## config.mk

```make
export PLATFORM = sky130hd
export DESIGN_NAME = pwm_multi
export DESIGN_NICKNAME = d
export VERILOG_FILES = /design/src/rtl/pwm_pkg.sv /design/src/rtl/pwm_regs.sv /design/src/rtl/pwm_timebase.sv /design/src/rtl/pwm_lane.sv /design/src/rtl/pwm_multi.sv
export SDC_FILE = /design/constraint.sdc
export NUM_CORES = 1
export LEC_CHECK = 0
export BUFFER_PORTS_ARGS = -buffer_cell sky130_fd_sc_hd__buf_4
export CAP_MARGIN = 10
export CORE_ASPECT_RATIO = 1.4
export CORE_UTILIZATION = 55
export CTS_CLUSTER_SIZE = 25
export DETAILED_ROUTE_END_ITERATION = 6
export PLACE_DENSITY = 0.72
export SYNTH_ARGS = -nofsm -noshare
export SYNTH_HDL_FRONTEND = slang
export SYNTH_SLANG_ARGS = --single-unit
```

## constraint.sdc

```tcl
create_clock -name clk -period 7.6 [get_ports clk]
set_clock_uncertainty 0.2 [all_clocks]
set_input_delay 1.14 -clock clk [delete_from_list [all_inputs] [get_ports clk]]
set_output_delay 1.14 -clock clk [all_outputs]
set_load 0.01 [all_outputs]
```

## src/rtl/pwm_pkg.sv

```systemverilog
package pwm_pkg;

    // bus data width
    localparam int BUS_W = 32;

    // fixed byte offsets of the two control words
    localparam int OFS_OUT_CTRL = 'h000;
    localparam int OFS_CLK_CTRL = 'h004;
    // first divisor word; duty words follow the divisor block
    localparam int OFS_DIV_BASE = 'h008;

    // field positions that software decodes
    localparam int BYP_LSB = 8;
    localparam int SEL_LSB = 8;

    function automatic int div_ofs(input int idx);
        return OFS_DIV_BASE + 4 * idx;
    endfunction

    function automatic int duty_ofs(input int nch, input int idx);
        return OFS_DIV_BASE + 4 * nch + 4 * idx;
    endfunction

endpackage

```

## src/rtl/pwm_regs.sv

```systemverilog
module pwm_regs #(
    parameter int NUM_CH = 4,
    parameter int DIV_W  = 16,
    parameter int DUTY_W = 8,
    parameter int SEL_W  = 2,
    parameter int ADDR_W = 8
) (
    input  logic                                clk,
    input  logic                                rst_n,
    input  logic [ADDR_W-1:0]                   bus_addr,
    input  logic                                bus_we,
    input  logic [pwm_pkg::BUS_W-1:0]           bus_wdata,
    output logic [pwm_pkg::BUS_W-1:0]           bus_rdata,
    output logic [NUM_CH-1:0]                   out_en,
    output logic [NUM_CH-1:0]                   clk_en,
    output logic [NUM_CH-1:0]                   byp,
    output logic [NUM_CH-1:0][DIV_W-1:0]        div,
    output logic [NUM_CH-1:0][DUTY_W-1:0]       duty,
    output logic [NUM_CH-1:0][SEL_W-1:0]        sel
);
    import pwm_pkg::*;

    typedef struct packed {
        logic [NUM_CH-1:0]              out_en;
        logic [NUM_CH-1:0]              clk_en;
        logic [NUM_CH-1:0]              byp;
        logic [NUM_CH-1:0][DIV_W-1:0]   div;
        logic [NUM_CH-1:0][DUTY_W-1:0]  duty;
        logic [NUM_CH-1:0][SEL_W-1:0]   sel;
    } regs_t;

    regs_t regs_d, regs_q;
    logic [BUS_W-1:0] rdata_d;

    always_comb begin
        regs_d  = regs_q;
        rdata_d = '0;

        if (bus_addr == ADDR_W'(OFS_OUT_CTRL)) begin
            rdata_d[NUM_CH-1:0]        = regs_q.out_en;
            rdata_d[BYP_LSB +: NUM_CH] = regs_q.byp;
            if (bus_we) begin
                regs_d.out_en = bus_wdata[NUM_CH-1:0];
                regs_d.byp    = bus_wdata[BYP_LSB +: NUM_CH];
            end
        end

        if (bus_addr == ADDR_W'(OFS_CLK_CTRL)) begin
            rdata_d[NUM_CH-1:0] = regs_q.clk_en;
            if (bus_we) begin
                regs_d.clk_en = bus_wdata[NUM_CH-1:0];
            end
        end

        for (int c = 0; c < NUM_CH; c++) begin
            if (bus_addr == ADDR_W'(div_ofs(c))) begin
                rdata_d[DIV_W-1:0] = regs_q.div[c];
                if (bus_we) begin
                    regs_d.div[c] = bus_wdata[DIV_W-1:0];
                end
            end
            if (bus_addr == ADDR_W'(duty_ofs(NUM_CH, c))) begin
                rdata_d[DUTY_W-1:0]        = regs_q.duty[c];
                rdata_d[SEL_LSB +: SEL_W]  = regs_q.sel[c];
                if (bus_we) begin
                    regs_d.duty[c] = bus_wdata[DUTY_W-1:0];
                    regs_d.sel[c]  = bus_wdata[SEL_LSB +: SEL_W];
                end
            end
        end
    end

    always_ff @(posedge clk or negedge rst_n) begin
        if (!rst_n) begin
            regs_q <= '0;
        end else begin
            regs_q <= regs_d;
        end
    end

    assign bus_rdata = rdata_d;
    assign out_en    = regs_q.out_en;
    assign clk_en    = regs_q.clk_en;
    assign byp       = regs_q.byp;
    assign div       = regs_q.div;
    assign duty      = regs_q.duty;
    assign sel       = regs_q.sel;

endmodule

```

## src/rtl/pwm_timebase.sv

```systemverilog
module pwm_timebase #(
    parameter int DIV_W  = 16,
    parameter int DUTY_W = 8
) (
    input  logic              clk,
    input  logic              rst_n,
    input  logic              run_i,
    input  logic [DIV_W-1:0]  div_i,
    output logic [DUTY_W-1:0] tick_o,
    output logic              stop_o,
    output logic              wrap_o
);
    typedef struct packed {
        logic [DIV_W-1:0]  pre;
        logic [DUTY_W-1:0] tick;
        logic [DIV_W-1:0]  div;
    } tb_t;

    tb_t tb_d, tb_q;
    logic stopped;
    logic pre_last;
    logic at_wrap;

    always_comb begin
        stopped  = (tb_q.div == '0);
        pre_last = (tb_q.pre == DIV_W'(tb_q.div - DIV_W'(1)));
        at_wrap  = stopped || (pre_last && (tb_q.tick == '1));
        tb_d     = tb_q;

        if (!run_i) begin
            // idle: hold at the start of a period, keep the divisor fresh
            tb_d.pre  = '0;
            tb_d.tick = '0;
            tb_d.div  = div_i;
        end else if (stopped) begin
            tb_d.pre  = '0;
            tb_d.tick = '0;
            tb_d.div  = div_i;
        end else begin
            if (pre_last) begin
                tb_d.pre  = '0;
                tb_d.tick = DUTY_W'(tb_q.tick + DUTY_W'(1));
            end else begin
                tb_d.pre  = DIV_W'(tb_q.pre + DIV_W'(1));
            end
            if (at_wrap) begin
                tb_d.div = div_i;
            end
        end
    end

    always_ff @(posedge clk or negedge rst_n) begin
        if (!rst_n) begin
            tb_q <= '0;
        end else begin
            tb_q <= tb_d;
        end
    end

    assign tick_o = tb_q.tick;
    assign stop_o = stopped;
    assign wrap_o = at_wrap;

endmodule

```

## src/rtl/pwm_lane.sv

```systemverilog
module pwm_lane #(
    parameter int NUM_GEN = 4,
    parameter int DUTY_W  = 8,
    parameter int SEL_W   = 2
) (
    input  logic                              clk,
    input  logic                              rst_n,
    input  logic                              act_i,
    input  logic                              byp_i,
    input  logic [DUTY_W-1:0]                 duty_i,
    input  logic [SEL_W-1:0]                  sel_i,
    input  logic [NUM_GEN-1:0][DUTY_W-1:0]    gen_tick_i,
    input  logic [NUM_GEN-1:0]                gen_stop_i,
    input  logic [NUM_GEN-1:0]                gen_wrap_i,
    output logic [SEL_W-1:0]                  sel_o,
    output logic                              pwm_o
);
    typedef struct packed {
        logic [DUTY_W-1:0] duty;
        logic [SEL_W-1:0]  sel;
        logic              out;
    } lane_t;

    lane_t lane_d, lane_q;
    logic  my_wrap;
    logic  my_stop;
    logic [DUTY_W-1:0] my_tick;

    always_comb begin
        my_wrap = gen_wrap_i[lane_q.sel];
        my_stop = gen_stop_i[lane_q.sel];
        my_tick = gen_tick_i[lane_q.sel];
        lane_d  = lane_q;

        // shadow values follow the registers while idle, else at the boundary
        if (!act_i || my_wrap) begin
            lane_d.duty = duty_i;
            lane_d.sel  = sel_i;
        end

        if (!act_i) begin
            lane_d.out = 1'b0;
        end else if (byp_i) begin
            lane_d.out = 1'b1;
        end else if (my_stop) begin
            lane_d.out = 1'b0;
        end else begin
            lane_d.out = (my_tick < lane_q.duty);
        end
    end

    always_ff @(posedge clk or negedge rst_n) begin
        if (!rst_n) begin
            lane_q <= '0;
        end else begin
            lane_q <= lane_d;
        end
    end

    assign sel_o = lane_q.sel;
    assign pwm_o = lane_q.out;

endmodule

```

## src/rtl/pwm_multi.sv

```systemverilog
module pwm_multi #(
    parameter int NUM_CH = 4,
    parameter int DIV_W  = 16,
    parameter int DUTY_W = 8,
    parameter int ADDR_W = 8
) (
    input  logic                       clk,
    input  logic                       rst_n,
    input  logic [ADDR_W-1:0]          bus_addr,
    input  logic                       bus_we,
    input  logic [31:0]                bus_wdata,
    output logic [31:0]                bus_rdata,
    output logic [NUM_CH-1:0]          pwm_o
);
    localparam int SEL_W = (NUM_CH > 1) ? $clog2(NUM_CH) : 1;

    logic [NUM_CH-1:0]              out_en;
    logic [NUM_CH-1:0]              clk_en;
    logic [NUM_CH-1:0]              byp;
    logic [NUM_CH-1:0][DIV_W-1:0]   div;
    logic [NUM_CH-1:0][DUTY_W-1:0]  duty;
    logic [NUM_CH-1:0][SEL_W-1:0]   sel;

    logic [NUM_CH-1:0]              act;
    logic [NUM_CH-1:0][SEL_W-1:0]   sel_act;
    logic [NUM_CH-1:0]              gen_run;
    logic [NUM_CH-1:0][DUTY_W-1:0]  gen_tick;
    logic [NUM_CH-1:0]              gen_stop;
    logic [NUM_CH-1:0]              gen_wrap;

    pwm_regs #(
        .NUM_CH (NUM_CH),
        .DIV_W  (DIV_W),
        .DUTY_W (DUTY_W),
        .SEL_W  (SEL_W),
        .ADDR_W (ADDR_W)
    ) regs_i (
        .clk       (clk),
        .rst_n     (rst_n),
        .bus_addr  (bus_addr),
        .bus_we    (bus_we),
        .bus_wdata (bus_wdata),
        .bus_rdata (bus_rdata),
        .out_en    (out_en),
        .clk_en    (clk_en),
        .byp       (byp),
        .div       (div),
        .duty      (duty),
        .sel       (sel)
    );

    assign act = out_en & clk_en;

    // a generator runs while at least one running channel follows it
    always_comb begin
        gen_run = '0;
        for (int g = 0; g < NUM_CH; g++) begin
            for (int c = 0; c < NUM_CH; c++) begin
                if (act[c] && (sel_act[c] == SEL_W'(g))) begin
                    gen_run[g] = 1'b1;
                end
            end
        end
    end

    for (genvar g = 0; g < NUM_CH; g++) begin : g_gen
        pwm_timebase #(
            .DIV_W  (DIV_W),
            .DUTY_W (DUTY_W)
        ) tb_i (
            .clk    (clk),
            .rst_n  (rst_n),
            .run_i  (gen_run[g]),
            .div_i  (div[g]),
            .tick_o (gen_tick[g]),
            .stop_o (gen_stop[g]),
            .wrap_o (gen_wrap[g])
        );
    end

    for (genvar c = 0; c < NUM_CH; c++) begin : g_lane
        pwm_lane #(
            .NUM_GEN (NUM_CH),
            .DUTY_W  (DUTY_W),
            .SEL_W   (SEL_W)
        ) lane_i (
            .clk        (clk),
            .rst_n      (rst_n),
            .act_i      (act[c]),
            .byp_i      (byp[c]),
            .duty_i     (duty[c]),
            .sel_i      (sel[c]),
            .gen_tick_i (gen_tick),
            .gen_stop_i (gen_stop),
            .gen_wrap_i (gen_wrap),
            .sel_o      (sel_act[c]),
            .pwm_o      (pwm_o[c])
        );
    end

endmodule

```

# Word-level counts from Yosys, hierarchy flattened

Cells that the tools add are included.

Register bits after elaboration: 320
Input port bits: 43
Output and inout port bits: 36
Logic and storage cells: 231

Add/sub/neg operators: 12
Magnitude comparators: 8
Equal/unequal tests: 37
Muxes and demuxes: 83
Bitwise gates (word level): 1
Reduce and logical (&&, ||, !) cells: 51

Operator list:

| operator              | number |
|---|---|
| $mux 40               | 8 |
| $mux 16               | 12 |
| $add 16x1->16 const B | 4 |
| $bmux 8 s2            | 4 |
| $eq 16x16->1          | 4 |
| $logic_not 16->1      | 4 |
| $mux 8                | 8 |
| $sub 16x1->16 const B | 4 |
| $mux 10               | 4 |
| $mux 1                | 36 |
| $add 8x1->8 const B   | 4 |
| $eq 8x5->1 const B    | 4 |
| $eq 8x8->1 const B    | 4 |
| $lt 8x8->1            | 4 |
| $ne 3x3->1 const B    | 8 |
| $logic_and 1x1->1     | 20 |
| $reduce_and 2->1      | 10 |
| $bmux 1 s2            | 8 |
| $eq 2x2->1 const B    | 8 |
| $eq 8x4->1 const B    | 2 |
| $eq 8x6->1 const B    | 2 |
| $lt 2x3->1 const B    | 4 |
| $mux 4                | 3 |
| $eq 2x1->1 const B    | 4 |
| other kinds (6)       | 19 |

# Logic depth before layout (Yosys ltp)

Depth in word-level cells: 11
Mapped depth: 14
Gate-level depth less buffers: 11

# Hierarchy

Synthesis repeated with hierarchy kept, for this count alone.

Cells, all modules: 1,943
Area, all modules: 20,270.7 um^2

Modules (own cells, without submodules):

| module                           | times used | cells an instance | area an instance (um^2) | seq. area each (um^2) |
|---|---|---|---|---|
| pwm_timebase (g_gen[2].tb_i ...) | 2          | 335               | 2,954.1                 | 1,001.0 |
| pwm_regs                         | 1          | 468               | 5,850.6                 | 2,902.8 |
| pwm_timebase (g_gen[0].tb_i ...) | 2          | 245               | 2,438.6                 | 1,001.0 |
| pwm_lane                         | 4          | 72                | 865.8                   | 275.3 |
| pwm_multi                        | 1          | 27                | 171.4                   | 0.0 |

# Worst setup path before layout

Ideal clock, no wire load.

Kind: input to output
From: in bus_addr[1]
To: out bus_rdata[1]
Arrival time: 2,701 ps
Required time: 6,260 ps
Slack: 3,559 ps
Stages: 9
Buffers on the path: 0
Path through: nor3_1 > nand2b_1 > nor2_1 > a222oi_1 > a21oi_1 > a221oi_1 > a21oi_1 > a21oi_1 > a21oi_1

Word-level cells in the longest chain between the ends: 11
Elaborated cells on any way between the ends: 20
Those cells by class: 9 x eq/ne; 10 x mux; 1 x reduce/logical

RTL lines:

| element         | line            | RTL |
|---|---|---|
| from (decl)     | pwm_multi.sv:9  | `input logic [ADDR_W-1:0] bus_addr,` |
| $logic_not 8->1 | pwm_regs.sv:39  | `if (bus_addr == ADDR_W'(OFS_OUT_CTRL)) begin` |
| $mux 4          | pwm_regs.sv:39  |  |
| $mux 4          | pwm_regs.sv:48  | `if (bus_addr == ADDR_W'(OFS_CLK_CTRL)) begin` |
| $mux 16         | pwm_regs.sv:56  | `if (bus_addr == ADDR_W'(div_ofs(c))) begin` |
| $mux 10         | pwm_regs.sv:62  | `if (bus_addr == ADDR_W'(duty_ofs(NUM_CH, c))) begin` |
| $mux 16         | pwm_regs.sv:56  |  |
| $mux 10         | pwm_regs.sv:62  |  |
| $mux 16         | pwm_regs.sv:56  |  |
| $mux 10         | pwm_regs.sv:62  |  |
| $mux 16         | pwm_regs.sv:56  |  |
| $mux 10 (*)     | pwm_regs.sv:62  |  |
| to (decl)       | pwm_multi.sv:12 | `output logic [31:0] bus_rdata,` |

Every way passes the cells marked *; elsewhere a longest branch is shown, timed or not.

# Final worst setup path

From: in bus_addr[1]
To: out bus_rdata[2]

Same word-level chain as after synthesis.

==> impl_summary.md <==
Run status
The flow ran to the end, and the final reports show no timing, DRC or antenna violations.

Clocking
The later pin in the worst-skew pair is clocked with a latency of 0.53 ns. The number of buffers added to fix hold violations after cts is 0. The clock tree from TritonCTS is yes. Clock-pin slew was measured on the worst setup and hold paths at 0.07 ns.

The total clock buffers created by CTS is 34. The H-tree generated during clock tree synthesis spans 2 levels. The longest clock path from root to sink contains 3 buffers.

In this run the post-CTS setup repair buffer count came out at 0. In this run, post-CTS repair resized a total of 0 instances. Counting every sink on the clock net gives 320. The clock tree root buffer cell is sky130_fd_sc_hd__clkbuf_16.

Critical path
The largest individual stage delay along the critical path comes from the cell sky130_fd_sc_hd__nor2_1. Among the stages of the critical path, the cell type that occurs most often is sky130_fd_sc_hd__a21oi_1. In this design, the largest share of critical-path delay is due to simple AND/OR/NAND/NOR gates. STA classifies the critical path startpoint as an input pin. The largest single stage delay on the critical path is 0.57 ns. The data arrival time at the worst-slack endpoint is 3.82 ns. The signal on the critical path passes through buf_4 > nor3_1 > nand2b_1 > nor2_1 > a222oi_1 > a21oi_1 > a221oi_1 > a21oi_1 > a21oi_1 > a21oi_1 > buf_4.

Of all nets on the critical path, the largest fanout is 9. STA classifies the critical path endpoint as a primary output. For the worst setup path, the data required time is 6.26 ns. Together, buffers and inverters on the worst path number 2. The critical path in this run is classified as input pin to primary output.

Synth
The number of distinct library cells after synthesis is 89. After synthesis, the mean cell area works out to 10.88 um2. The number of instances in the synthesized netlist is 1661. The number of enable-type register cells in the synthesized netlist is 0. Counting flops and latches in the post-synthesis netlist gives 320.

Among all flip-flop cells after synthesis, the most frequent one is sky130_fd_sc_hd__dfrtp_1. The Yosys step of the flow raised 0 warnings. Of all flip-flops after synthesis, the portion carrying an async set or reset was 1.000. Of the synthesized area, sequential elements account for 0.4431. The cell area after synthesis is 18070 um2.

GRT
The number of antenna violations at the first check in global routing is 1. The wire length of the first global-routing pass is 75.40 mm. The global-route usage over all layers is 0.2935. Entering global routing, the biggest net connects 110 pins.

Global routing finished with a remaining overflow of 0. The via count of the first global-routing pass is 13270.

Drt
Summing over every cut layer, the via total after detailed routing is 13230. In the final routed layout, each cell accounts on average for 22.42 um. The starting DRC count in detailed routing is 1052. In the routed layout, each cell is associated on average with a via count of 6.175. The number of DRC violations after detailed routing is 0. The pre-antenna-repair detailed-routing pass consisted of 5 iterations.

The routed design has 48.04 mm of wire. The detail route stage leaves a number of antenna-violating nets equal to 0.

Worst hold path
The kind of path behind the tightest hold check is register to register.

Finish
Once layout is complete, the utilization of the core stands at 0.6135. The layout overhead on the synthesized area is 9.997%. The share of final-layout standard cells stronger than drive strength 1 is 0.2278. The number of antenna diodes in the final layout is 0. The total number of nets in the final design is 1763. The number of standard cells in the final layout excluding fillers is 2143. Counting the fill cells in the layout gives 2667.

Floorplan
79 I/O pins were placed. The horizontal extent of the die is 155.2 um. The die extent in y is 216.5 um. The floorplan die area is 33600 um2.

The region available for standard cell placement spans 32400 um2. For this configuration, the core starts out at a cell density of 0.5578. The count of standard-cell rows is 78.

Pwr
VDD sags by at most 0.2110 mV. For this design the static power due to leakage is 9.011 nW. For this design the ratio of total power to cell area is 205.7 nW/um2.

Timing
For the pin with the worst max-slew slack, the measured transition is 1.068 ns. The hold violation total from the final report is 0. The final hold slack is 0.3033 ns.

Timing would allow up to 193.9 MHz. The count of pins over their slew limit is 0. Setup repair after global routing left no endpoint under its margin.

The final count of negative-setup-slack endpoints is 0. The final critical delay including setup and external delays is 5.158 ns. The setup TNS is 0 ns. The worst slew slack as a fraction of its limit is 0.2877. Dividing the final minimum period by the clock period gives 0.6787.

Placement
The estimated wirelength of the detail-placed design is 35.76 mm. During placement, the flow inserted port buffers numbering 46. The global placer's final weighted congestion is 0.9592. After detailed placement, the design holds a cell count of 2084.

Job
Max-cap violations in this run came to 0.
[where the power goes]
part / internal [mW] / switching [mW]
registers: 1.76 / 0.0759
logic: 0.209 / 0.279
clock network: 1.07 / 0.693
total: 3.04 / 1.05
[metal layers]
| layer | wire [um] | track usage | part of all wire | vias up |
|---|---|---|---|---|
| met5 | 13 | 0 | 0.00027 | - |
| met4 | 2750 | 0.1608 | 0.057 | 2 |
| met3 | 2908 | 0.04499 | 0.061 | 146 |
| met2 | 23310 | 0.4857 | 0.49 | 499 |
| met1 | 19050 | 0.3689 | 0.40 | 6587 |
| li1 | - | - | - | 6000 |
[state kept, by name, indices dropped and copies added (netlist names)]
signal / cells
g_lane.lane_i.lane_q: 32
regs_i.sel: 8
regs_i.div: 64
regs_i.out_en: 4
g_gen.tb_i.tb_q: 128
g_lane.lane_i.pwm_o: 4
g_lane.lane_i.sel_o: 8
regs_i.clk_en: 4
g_gen.tb_i.tick_o: 32
regs_i.duty: 32
regs_i.byp: 4
[layout by cell type, fill, tap and decap left out, types with 8 or more instances in the layout]
cell type                   Yosys  final
sky130_fd_sc_hd__a211oi_1       9      9
sky130_fd_sc_hd__a21oi_1       51     51
sky130_fd_sc_hd__a222oi_1      15     15
sky130_fd_sc_hd__a22oi_1       19     19
sky130_fd_sc_hd__and3_1        24     24
sky130_fd_sc_hd__buf_4         21     59
sky130_fd_sc_hd__clkbuf_16      0     37
sky130_fd_sc_hd__conb_1         1     16
sky130_fd_sc_hd__dfrtp_1      320    320
sky130_fd_sc_hd__ha_1          40     40
sky130_fd_sc_hd__inv_1         55     55
sky130_fd_sc_hd__mux2_2       192    192
sky130_fd_sc_hd__mux2_4         9      9
sky130_fd_sc_hd__mux2i_1       10     10
sky130_fd_sc_hd__mux4_2        36     36
sky130_fd_sc_hd__nand2_1       96     96
sky130_fd_sc_hd__nand2b_1      15     15
sky130_fd_sc_hd__nand3_1       69     69
sky130_fd_sc_hd__nand4_1       19     19
sky130_fd_sc_hd__nor2_1       174    174
sky130_fd_sc_hd__nor2b_1       14     14
sky130_fd_sc_hd__nor3_1        28     28
sky130_fd_sc_hd__nor3b_1        9      9
sky130_fd_sc_hd__nor4_1        14     14
sky130_fd_sc_hd__o21ai_0       32     32
sky130_fd_sc_hd__or2_2          8      8
sky130_fd_sc_hd__or3_1         14     14
sky130_fd_sc_hd__xnor2_1       71     71
sky130_fd_sc_hd__xor2_1        80     80
[per-stage QoR]
| step | total power, mW | setup slack [ns] | area [um2] |
|---|---|---|---|
| 2_1_floorplan | 2.184 | 3.559 | 18130 |
| 3_3_place_gp | 2.331 | 2.597 | 18690 |
| 3_5_place_dp | 2.347 | 2.619 | 18690 |
| 4_1_cts | 4.110 | 2.608 | 19880 |
| 5_1_grt | 4.228 | 2.362 | 19880 |
| 6_report | 4.088 | 2.442 | 19880 |
[cell families after synthesis]
family                     after synthesis  share of synthesized area
AOI/OAI and AO/OA                      213                    0.08716
adders and majority gates               42                    0.02880
DFF                                    320                     0.4431
other                                    1                  0.0002075
muxes                                  253                     0.1813
xor gates and xnor gates               151                    0.07318
buffers and inverters                  147                    0.03656
and+or+nand+nor                        534                     0.1498
[cell usage after synthesis, types with 10 or more instances]
cell type	number	share of area
sky130_fd_sc_hd__a21oi_1	51	0.014
sky130_fd_sc_hd__a222oi_1	15	0.0083
sky130_fd_sc_hd__a22oi_1	19	0.0079
sky130_fd_sc_hd__and3_1	24	0.0083
sky130_fd_sc_hd__buf_1	13	0.0027
sky130_fd_sc_hd__buf_4	21	0.0087
sky130_fd_sc_hd__clkbuf_1	49	0.010
sky130_fd_sc_hd__dfrtp_1	320	0.44
sky130_fd_sc_hd__ha_1	40	0.028
sky130_fd_sc_hd__inv_1	55	0.011
sky130_fd_sc_hd__mux2_2	192	0.12
sky130_fd_sc_hd__mux2i_1	10	0.0055
sky130_fd_sc_hd__mux4_2	36	0.045
sky130_fd_sc_hd__nand2_1	96	0.020
sky130_fd_sc_hd__nand2b_1	15	0.0052
sky130_fd_sc_hd__nand3_1	69	0.019
sky130_fd_sc_hd__nand4_1	19	0.0066
sky130_fd_sc_hd__nor2_1	174	0.036
sky130_fd_sc_hd__nor2b_1	14	0.0048
sky130_fd_sc_hd__nor3_1	28	0.0078
sky130_fd_sc_hd__nor4_1	14	0.0048
sky130_fd_sc_hd__o21ai_0	32	0.0089
sky130_fd_sc_hd__or3_1	14	0.0048
sky130_fd_sc_hd__xnor2_1	71	0.034
sky130_fd_sc_hd__xor2_1	80	0.039
[worst reg2reg max path: cells and delay by family (launching register included)]
| family | cells | cell delay [ns] |
|---|---|---|
| AO/OA/AOI/OAI | 4 | 1.58 |
| adder cells (fa/ha/maj) | 1 | 0.22 |
| buffers and inverters | 2 | 0.33 |
| flip-flops | 1 | 0.44 |
| multiplexers | 1 | 0.36 |
| AND/OR/NAND/NOR | 4 | 1.43 |
[final timing paths]
check	startpoint	to	slack [ns]	depth (start not counted)
max reg2reg	g_gen[1].tb_i.tb_q[0]$_DFFE_PN0P_	g_lane[2].lane_i.lane_q[9]$_DFFE_PN0P_	2.94	12
max in group asynchronous	rst_n	regs_i.clk_en[2]$_DFFE_PN0P_	5.09	2
min in group asynchronous	rst_n	g_gen[3].tb_i.tick_o[5]$_DFFE_PN0P_	0.47	1
min	g_lane[1].lane_i.lane_q[7]$_DFFE_PN0P_	g_lane[1].lane_i.lane_q[7]$_DFFE_PN0P_	0.30	1
max	bus_addr[1]	bus_rdata[2]	2.44	11
min reg2reg	g_lane[1].lane_i.lane_q[7]$_DFFE_PN0P_	g_lane[1].lane_i.lane_q[7]$_DFFE_PN0P_	0.30	1
[final cells by class]
class	count	area, um2	area share
multi-input combinational	1209	9468	0.4763
clock inverter	12	175.2	0.008812
inverter	55	206.4	0.01039
timing repair buffer	60	457.9	0.02304
sequential	320	8008	0.4028
clock buffer	47	1013	0.05098
tap	440	550.5	0.02769
Power figures use the tool's default switching activity.
